===== src/rtl/lec_pkg.sv =====
`timescale 1ns/1ps
package lec_pkg;
    localparam logic [11:0] ADDR_CTRL = 12'h108;
    localparam logic [11:0] ADDR_CFG0 = 12'h10C;
    localparam logic [11:0] ADDR_SEL  = 12'h12C;
    localparam logic [11:0] ADDR_DLO  = 12'h130;
    localparam logic [11:0] ADDR_DHI  = 12'h134;

    localparam int CTRL_EN_BIT  = 0;
    localparam int CTRL_GO_BIT  = 1;
    localparam int CTRL_CLR_BIT = 4;

    localparam int CFG_W        = 12;
    localparam int CFG_POL_BIT  = 10;
    localparam int CFG_EDGE_BIT = 11;

    localparam int SEL_BASE = 8;

    typedef enum logic [1:0] {
        ST_OFF   = 2'd0,
        ST_ARMED = 2'd1,
        ST_COUNT = 2'd2,
        ST_CLEAR = 2'd3
    } run_state_e;
endpackage


===== src/rtl/lec_run_fsm.sv =====
`timescale 1ns/1ps
module lec_run_fsm
    import lec_pkg::*;
(
    input  logic clk,
    input  logic rst_n,
    input  logic ctl_wr,
    input  logic ctl_en,
    input  logic ctl_go,
    input  logic ctl_clr,
    output logic en_q,
    output logic go_q,
    output logic run,
    output logic clr
);
    run_state_e state_q, state_d;

    function automatic run_state_e pick_mode(input logic en, input logic go);
        if (!en)     return ST_OFF;
        else if (go) return ST_COUNT;
        else         return ST_ARMED;
    endfunction

    // stored control bits (readback and fall-through target)
    always_ff @(posedge clk) begin
        if (!rst_n) begin
            en_q <= 1'b0;
            go_q <= 1'b0;
        end else if (ctl_wr) begin
            en_q <= ctl_en;
            go_q <= ctl_go;
        end
    end

    // next-state logic
    always_comb begin
        state_d = state_q;
        unique case (state_q)
            ST_OFF:   state_d = ST_OFF;
            ST_ARMED: state_d = ST_ARMED;
            ST_COUNT: state_d = ST_COUNT;
            ST_CLEAR: state_d = pick_mode(en_q, go_q);
        endcase
        if (ctl_wr) begin
            state_d = ctl_clr ? ST_CLEAR : pick_mode(ctl_en, ctl_go);
        end
    end

    // state register
    always_ff @(posedge clk) begin
        if (!rst_n) state_q <= ST_OFF;
        else        state_q <= state_d;
    end

    // outputs
    always_comb begin
        run = 1'b0;
        clr = 1'b0;
        unique case (state_q)
            ST_OFF:   run = 1'b0;
            ST_ARMED: run = 1'b0;
            ST_COUNT: run = 1'b1;
            ST_CLEAR: clr = 1'b1;
        endcase
    end
endmodule


===== src/rtl/lec_event_ctr.sv =====
`timescale 1ns/1ps
module lec_event_ctr #(
    parameter int NUM_EVENTS = 16,
    parameter int CNT_W      = 64,
    localparam int IDX_W     = $clog2(NUM_EVENTS)
) (
    input  logic                  clk,
    input  logic                  rst_n,
    input  logic [NUM_EVENTS-1:0] evt_in,
    input  logic [IDX_W-1:0]      src_idx,
    input  logic                  edge_mode,
    input  logic                  rise_pol,
    input  logic                  run,
    input  logic                  clr,
    output logic [CNT_W-1:0]      count
);
    logic lvl, prev_q, hit;

    assign lvl = evt_in[src_idx];

    always_ff @(posedge clk) begin
        if (!rst_n) prev_q <= 1'b0;
        else        prev_q <= lvl;
    end

    always_comb begin
        if (!edge_mode)    hit = lvl;
        else if (rise_pol) hit = lvl & ~prev_q;
        else               hit = ~lvl & prev_q;
    end

    always_ff @(posedge clk) begin
        if (!rst_n || clr)  count <= '0;
        else if (run && hit) count <= count + 1'b1;
    end
endmodule


===== src/rtl/lec_read_port.sv =====
`timescale 1ns/1ps
module lec_read_port
    import lec_pkg::*;
#(
    parameter int NUM_CNT = 8,
    parameter int CNT_W   = 64,
    localparam int CIDX_W = $clog2(NUM_CNT)
) (
    input  logic                          clk,
    input  logic                          rst_n,
    input  logic                          hi_rd,
    input  logic [31:0]                   sel_q,
    input  logic [NUM_CNT-1:0][CNT_W-1:0] cnts,
    output logic [31:0]                   win_hi,
    output logic [31:0]                   win_lo
);
    logic [31:0]       rel;
    logic [CIDX_W-1:0] cidx;
    logic              in_range;
    logic [CNT_W-1:0]  picked;
    logic [31:0]       snap_lo_q;

    assign rel      = sel_q - 32'(SEL_BASE);
    assign in_range = (rel < 32'(NUM_CNT));
    assign cidx     = rel[CIDX_W-1:0];
    assign picked   = in_range ? cnts[cidx] : '0;

    assign win_hi = picked[CNT_W-1 -: 32];
    assign win_lo = in_range ? snap_lo_q : 32'd0;

    always_ff @(posedge clk) begin
        if (!rst_n)     snap_lo_q <= 32'd0;
        else if (hi_rd) snap_lo_q <= picked[31:0];
    end
endmodule


===== src/rtl/lec_unit.sv =====
`timescale 1ns/1ps
module lec_unit
    import lec_pkg::*;
#(
    parameter int NUM_CNT    = 8,
    parameter int CNT_W      = 64,
    parameter int NUM_EVENTS = 16,
    localparam int IDX_W     = $clog2(NUM_EVENTS)
) (
    input  logic                  clk,
    input  logic                  rst_n,
    input  logic                  reg_wr,
    input  logic                  reg_rd,
    input  logic [11:0]           reg_addr,
    input  logic [31:0]           reg_wdata,
    output logic [31:0]           reg_rdata,
    output logic                  reg_rvalid,
    input  logic [NUM_EVENTS-1:0] evt_in
);
    logic                          en_q, go_q, run, clr;
    logic                          ctl_wr;
    logic [NUM_CNT-1:0]            cfg_hit;
    logic [NUM_CNT-1:0][CFG_W-1:0] cfg_q;
    logic [NUM_CNT-1:0][CNT_W-1:0] cnts;
    logic [31:0]                   sel_q;
    logic [31:0]                   win_hi, win_lo;
    logic [31:0]                   rd_mux;

    assign ctl_wr = reg_wr && (reg_addr == ADDR_CTRL);

    lec_run_fsm u_fsm (
        .clk     (clk),
        .rst_n   (rst_n),
        .ctl_wr  (ctl_wr),
        .ctl_en  (reg_wdata[CTRL_EN_BIT]),
        .ctl_go  (reg_wdata[CTRL_GO_BIT]),
        .ctl_clr (reg_wdata[CTRL_CLR_BIT]),
        .en_q    (en_q),
        .go_q    (go_q),
        .run     (run),
        .clr     (clr)
    );

    for (genvar i = 0; i < NUM_CNT; i++) begin : g_ctr
        assign cfg_hit[i] = (reg_addr == 12'(ADDR_CFG0 + 4 * i));

        always_ff @(posedge clk) begin
            if (!rst_n)                  cfg_q[i] <= '0;
            else if (reg_wr && cfg_hit[i]) cfg_q[i] <= reg_wdata[CFG_W-1:0];
        end

        lec_event_ctr #(
            .NUM_EVENTS (NUM_EVENTS),
            .CNT_W      (CNT_W)
        ) u_ctr (
            .clk       (clk),
            .rst_n     (rst_n),
            .evt_in    (evt_in),
            .src_idx   (cfg_q[i][IDX_W-1:0]),
            .edge_mode (cfg_q[i][CFG_EDGE_BIT]),
            .rise_pol  (cfg_q[i][CFG_POL_BIT]),
            .run       (run),
            .clr       (clr),
            .count     (cnts[i])
        );
    end

    always_ff @(posedge clk) begin
        if (!rst_n)                                   sel_q <= 32'd0;
        else if (reg_wr && (reg_addr == ADDR_SEL))    sel_q <= reg_wdata;
    end

    lec_read_port #(
        .NUM_CNT (NUM_CNT),
        .CNT_W   (CNT_W)
    ) u_rport (
        .clk    (clk),
        .rst_n  (rst_n),
        .hi_rd  (reg_rd && (reg_addr == ADDR_DHI)),
        .sel_q  (sel_q),
        .cnts   (cnts),
        .win_hi (win_hi),
        .win_lo (win_lo)
    );

    always_comb begin
        rd_mux = 32'd0;
        if (reg_addr == ADDR_CTRL) rd_mux = {30'd0, go_q, en_q};
        if (reg_addr == ADDR_SEL)  rd_mux = sel_q;
        if (reg_addr == ADDR_DHI)  rd_mux = win_hi;
        if (reg_addr == ADDR_DLO)  rd_mux = win_lo;
        for (int i = 0; i < NUM_CNT; i++) begin
            if (cfg_hit[i]) rd_mux = {20'd0, cfg_q[i]};
        end
    end

    always_ff @(posedge clk) begin
        if (!rst_n) begin
            reg_rdata  <= 32'd0;
            reg_rvalid <= 1'b0;
        end else begin
            reg_rvalid <= reg_rd;
            if (reg_rd) reg_rdata <= rd_mux;
        end
    end
endmodule


===== config.mk =====
export PLATFORM = sky130hd
export DESIGN_NAME = lec_unit
export DESIGN_NICKNAME = d
export VERILOG_FILES = /design/src/rtl/lec_pkg.sv /design/src/rtl/lec_run_fsm.sv /design/src/rtl/lec_event_ctr.sv /design/src/rtl/lec_read_port.sv /design/src/rtl/lec_unit.sv
export SDC_FILE = /design/constraint.sdc
export NUM_CORES = 2
export LEC_CHECK = 0
export BUFFER_PORTS_ARGS = -buffer_cell sky130_fd_sc_hd__buf_4
export CORE_UTILIZATION = 50
export CTS_BUF_LIST = sky130_fd_sc_hd__clkbuf_2 sky130_fd_sc_hd__clkbuf_4 sky130_fd_sc_hd__clkbuf_8
export DETAILED_ROUTE_END_ITERATION = 8
export PLACE_DENSITY = 0.74
export SLEW_MARGIN = 0
export SYNTH_ARGS = -nofsm -noshare
export SYNTH_HDL_FRONTEND = slang
export SYNTH_SLANG_ARGS = --single-unit

===== constraint.sdc =====
create_clock -name clk -period 4.2 [get_ports clk]
set_clock_uncertainty 0.05 [all_clocks]
set_input_delay 0.63 -clock clk [delete_from_list [all_inputs] [get_ports clk]]
set_output_delay 0.63 -clock clk [all_outputs]
set_load 0.01 [all_outputs]

# Word level (Yosys, flattened, before mapping)
# Index checks and enable logic that the tools add are counted.
# totals
ff_bits	717
latchBits	0
ram_bits	0
romBits	0
input_bits	64
out_inout_bits	33
wordCells	176
mem_count	0
# op_classes
add_sub_neg	9
multipliers	0
div_mod_pow	0
magnitude_cmp	10
n_eq_ne	15
n_shift	0
muxes	57
bitwise	32
reduce_logical	22
# ops
operator	count
adder 64 x 1 -> 64 bit (second input constant)	8
two-way mux 32 bit	12
binary-select mux 64 bit (select 3 bit)	1
equality test 12 x 9 -> 1 bit (second input constant)	12
two-way mux 64 bit	2
< comparator 4 x 5 -> 1 bit (second input constant)	8
binary-select mux 1 bit (select 4 bit)	8
< comparator 32 x 4 -> 1 bit (second input constant)	1
subtractor 32 x 4 -> 32 bit (second input constant)	1
two-way mux 1 bit	26
logical AND 1 bit	19
AND 1 bit	16
NOT 1 bit	16
two-way mux 2 bit	7
case mux 2 bit (4 select lines)	1
equality test 2 bit (second input constant)	2
< comparator 3 x 4 -> 1 bit (second input constant)	1
equality test 2 x 1 -> 1 bit (second input constant)	1
zero test 2 bit	1
zero test 1 bit	1
logical OR 1 bit	1

# Logic depth before layout (Yosys ltp)
# logic_depth
ltp_word	14
ltp_mapped	11
depth_no_buf	9

# Hierarchy
# From an unflattened synthesis, not the netlist that was laid out.
# unflattened
cells_unflattened	4894
hier_area_um2	43874.6
# by_module_without_submodules
mod	instances	cells_each	area_per_inst_um2	seq_area_each_um2
lec_event_ctr	8	411	3616.0	1301.2
lec_unit	1	985	7937.6	3223.1
lec_read_port	1	599	6802.8	640.6
lec_run_fsm	1	22	206.4	80.1

# Worst setup path before layout
# No wires, ideal clock.
# synth_path
path_type	input to register
start	in evt_in[15]
end	reg g_ctr[5].u_ctr.count[58]
arrival_ns	3.040
required_time_ns	4.022
slack_ns	0.983
path_stages	9
path_buffers	2
cell_sequence	mux4_2 mux4_2 mux2i_1 or4_1 buf_2 buf_6 nor4_1 xnor2_1 nor2_1
# synth_between
elab_chain_len	7
# synth_rtl
element	line_no	rtl
start, declared	lec_unit.sv:18	input logic [NUM_EVENTS-1:0] evt_in
binary-select mux 1 bit (select 4 bit) (*)	lec_event_ctr.sv:19	assign lvl = evt_in[src_idx];
two-way mux 1 bit (implied by the code) (*)	lec_event_ctr.sv:19	
NOT 1 bit	lec_event_ctr.sv:29	else hit = ~lvl & prev_q;
AND 1 bit	lec_event_ctr.sv:29	
two-way mux 1 bit	lec_event_ctr.sv:28	else if (rise_pol) hit = lvl & ~prev_q;
two-way mux 1 bit (*)	lec_event_ctr.sv:27	if (!edge_mode) hit = lvl;
logical AND 1 bit (*)	lec_event_ctr.sv:34	else if (run && hit) count <= count + 1'b1;
end signal, assigned	lec_event_ctr.sv:34	
end, declared	lec_event_ctr.sv:15	output logic [CNT_W-1:0] count
# Mark *: on every way between the ends. The rest lies on a longest branch, timed or not. The select of a mux whose other input is x is not followed.
# A chain may end at the register's enable or synchronous reset.

# Worst setup path after layout
# layout_path
start	reg sel_q[12]
end	reg reg_rdata[5]
# layout_between
elab_chain_len	13
# layout_rtl
element	line_no	rtl
start, declared	lec_unit.sv:25	logic [31:0] sel_q;
start signal, assigned	lec_unit.sv:70	else if (reg_wr && (reg_addr == ADDR_SEL)) sel_q <= reg_wdata;
subtractor 32 x 4 -> 32 bit (*)	lec_read_port.sv:23	assign rel = sel_q - 32'(SEL_BASE);
< comparator 32 x 4 -> 1 bit (*)	lec_read_port.sv:24	assign in_range = (rel < 32'(NUM_CNT));
two-way mux 64 bit	lec_read_port.sv:26	assign picked = in_range ? cnts[cidx] : '0;
two-way mux 32 bit	lec_unit.sv:90	if (reg_addr == ADDR_DHI) rd_mux = win_hi;
two-way mux 32 bit (*)	lec_unit.sv:91	if (reg_addr == ADDR_DLO) rd_mux = win_lo;
two-way mux 32 bit (*) (8 in series)	lec_unit.sv:93	if (cfg_hit[i]) rd_mux = {20'd0, cfg_q[i]};
end signal, assigned	lec_unit.sv:103	if (reg_rd) reg_rdata <= rd_mux;
end, declared	lec_unit.sv:16	output logic [31:0] reg_rdata,
# Mark *: on every way between the ends. The rest lies on a longest branch, timed or not.

==> impl_metrics.toml <==
[run_status]
outcome = "complete, no violations"

[sta]
period_share_pct = 87.1
setup_viol = 0
clock.fmax_mhz = 273
worst_slew_pin_slew_ns = 1.06
timing.slew.headroom_pct = 29.4
post-route-min-period_ns = 3.66
rsz0062_at_grt = "no"
drv_slew = 0
finalSetupTns_ns = 0
hold_viol = 0

[floorplan]
rows = 100
die_h_microns = 277
die_area_sq_um = 76900
ios = 97
die_w_microns = 277
core_sq_um = 74700
start_util_pct = 50.7

[yosys]
syn_avg_cell_area_sq_um = 8.67
synth_cells = 4368
syn_nets = 4441
ys.flop_type = "dfxtp_1"
syn-cell-area_sq_um = 37900
yosys_warnings = 0
synth-seq-cells = 717
seq_area_frac_synth_pct = 37.9
synth-edff-count = 0
ys_types = 67
synthArstFlopShare_pct = 0

[cells_and_area]
nets = 4503
area_delta_synth_final_pct = 12.3
drive_gt1_share_pct = 15.0

[clock_network]
post_cts_resize_count = 0
clk_latency_ns = 0.77
clk_pin_slew_worst_paths_ns = 0.06
cts-root-buf = "clkbuf_8"
cts_setup_buffers = 0
cts_hold_buf = 0
cts_buffer_depth = 3
htreeDepth = 3
cts_tree = "yes"
cts_sinks = 717
numCtsBuffers = 120

[global_route]
antenna_found_initial = 7
grt_use_total_pct = 32.5
grt_pass1_wl_mm = 193
grt_pass1_vias = 31600
grt_max_degree = 123
grt.overflow.total = 0

[place]
hpwl_mm = 92.1
portBuffers = 96
place.gp.congestion = 1.00

[power_and_ir_drop]
ir_drop_v = 0.000231
total_power_w = 0.0142
power.density_nw_per_um2 = 334
p_leak_nw = 13.9

[setup_path]
crit_slowest_cell = "nor2_1"
cp.arrival_ns = 4.28
end_kind = "flip-flop"
slowest_delay_ns = 0.82
r2r-start = "sel_q[12]"
crit_required_ns = 4.82
cp-startpoint = "sel_q[12]"
cp-start-kind = "flip-flop"
worstSetupPathType = "reg -> reg"
crit_chain = "buf_4 -> nor4_1 -> nand4_1 -> o21ai_0 -> o2111ai_1 -> nor2_1 -> a32oi_1 -> a22oi_1"
cp_max_fo = 13

[routing]
antenna_left = 0
drt-initial-drc-count = 4035
routed_via_density = 6.29
wl_per_cell_microns = 23.1
vias = 34600
firstDrtPassIters = 8
wirelength_mm = 127
drc = 0

[hold_path]
hp-class = "in -> reg"
hold_start = "reg_wdata[24]"

[job]
cap_violations = 0
==> cell usage after synthesis, drive strengths merged (77+ instances only) <==
library cell / number / area share [%]
nand2: 458 / 4.5
a21boi: 139 / 2.8
a21oi: 120 / 1.6
inv: 86 / 0.85
nand4: 184 / 3.1
o21ai: 123 / 1.6
dfxtp: 717 / 38
nand3: 324 / 4.3
nor2: 544 / 5.4
nor3: 142 / 1.9
or3: 102 / 1.7
mux4: 166 / 9.9
clkbuf: 226 / 2.2
and3: 80 / 1.3
xor2: 191 / 4.4
nor4: 77 / 1.5
xnor2: 229 / 5.3
==> worst max-delay path: cells and delay by family, from the launching register on <==
family	cells	cell delay, ns
AOI/OAI and AO/OA	4	1.17
DFF	1	0.30
buffers and inverters	1	0.18
and+or+nand+nor	3	1.87
==> logic make-up after synthesis <==
| kind of cell | count (synthesis) | share of synthesized area (%) |
|---|---|---|
| buffers and inverters | 357 | 3.65 |
| adder cells (fa/ha/maj) | 9 | 0.297 |
| flip-flops | 717 | 37.9 |
| AND/OR/NAND/NOR | 2097 | 27.4 |
| multiplexers | 270 | 12.8 |
| XOR/XNOR | 420 | 9.71 |
| AO/OA/AOI/OAI | 498 | 8.29 |
==> layout make-up <==
| type | instances | area [sq um] |
|---|---|---|
| Sequential cell | 717 | 14400 |
| Clock buffer | 198 | 2520 |
| Clock inverter | 26 | 226 |
| Timing Repair Buffer | 211 | 1660 |
| Multi-Input combinational cell | 3294 | 22200 |
| Tap cell | 969 | 1210 |
| Inverter | 86 | 323 |
| Antenna cell | 6 | 15.0 |
| Fill cell | 6597 | 32200 |
==> flip-flops by register name (all words and copies together), names as in the netlist, named ones only <==
register	count
g_ctr.u_ctr.prev_q	8
g_ctr.u_ctr.count	512
u_rport.snap_lo_q	32
cfg_q	96
reg_rdata	32
sel_q	32
reg_rvalid	1
u_fsm.go_q	1
u_fsm.en_q	1
==> layer usage <==
| metal | part of all wire (%) | global-route usage (%) | wire (microns) | up-vias |
|---|---|---|---|---|
| met3 | 12 | 7.83 | 14700 | 395 |
| met2 | 43 | 47.9 | 54800 | 1884 |
| met5 | 0.045 | 0 | 57 | - |
| met4 | 6.0 | 18.9 | 7650 | 8 |
| li1 | - | - | - | 15700 |
| met1 | 39 | 43.2 | 50100 | 16600 |
==> placed cells by master (no fill, tap or decap), types with 11 or more instances in the layout <==
master	netlist	layout
dfxtp_1	717	714
nor2_1	544	543
nand2_1	458	457
nand3_1	324	324
xnor2_1	229	229
buf_4	0	205
xor2_1	191	191
nand4_1	183	183
mux4_2	166	166
clkbuf_8	0	165
nor3_1	137	132
o21ai_0	123	123
a21oi_1	120	120
a21boi_0	111	111
or3_1	102	102
inv_1	86	86
and3_1	80	80
mux2i_1	66	66
nor4_1	67	63
and4_1	48	48
and2_1	38	38
mux2_2	36	36
clkbuf_4	0	33
nor2b_1	33	32
a22oi_1	31	31
a21boi_1	28	28
or4_1	23	23
a211oi_1	18	18
clkinv_2	0	15
o22ai_1	14	14
a31oi_1	13	13
nor4_2	7	11
nand2b_1	11	11
==> power by group <==
group          total, W  internal, W  switching [W]
Sequential      0.00681      0.00681     0.00000378
Combinational  0.000371     0.000125       0.000246
Clock           0.00701      0.00392        0.00309
==> through the flow <==
stage               hold WS (ns)  utilization [%]  cells  worst slack, ns  instance area (sq um)
finish                    0.0702             56.9   5507            0.541                  42500
global route              0.0757             56.9   5502            0.195                  42500
CTS                       0.0489             56.9   5501            0.615                  42500
detailed placement         0.396             53.2   5277            0.418                  39800
global placement           0.390             53.2   5277            0.421                  39800
floorplan                  0.381                -   4368            0.983                  37900
==> path summary, 6_finish.rpt <==
kind | end | slack (ns) | depth (start not counted)
setup / recovery | reg_rdata[5] | 0.54 | 8
hold / removal | sel_q[24] | 0.07 | 3
setup reg to reg | reg_rdata[5] | 0.54 | 8
hold reg to reg | u_rport.snap_lo_q[11] | 0.40 | 2
Power figures use the tool's default switching activity.
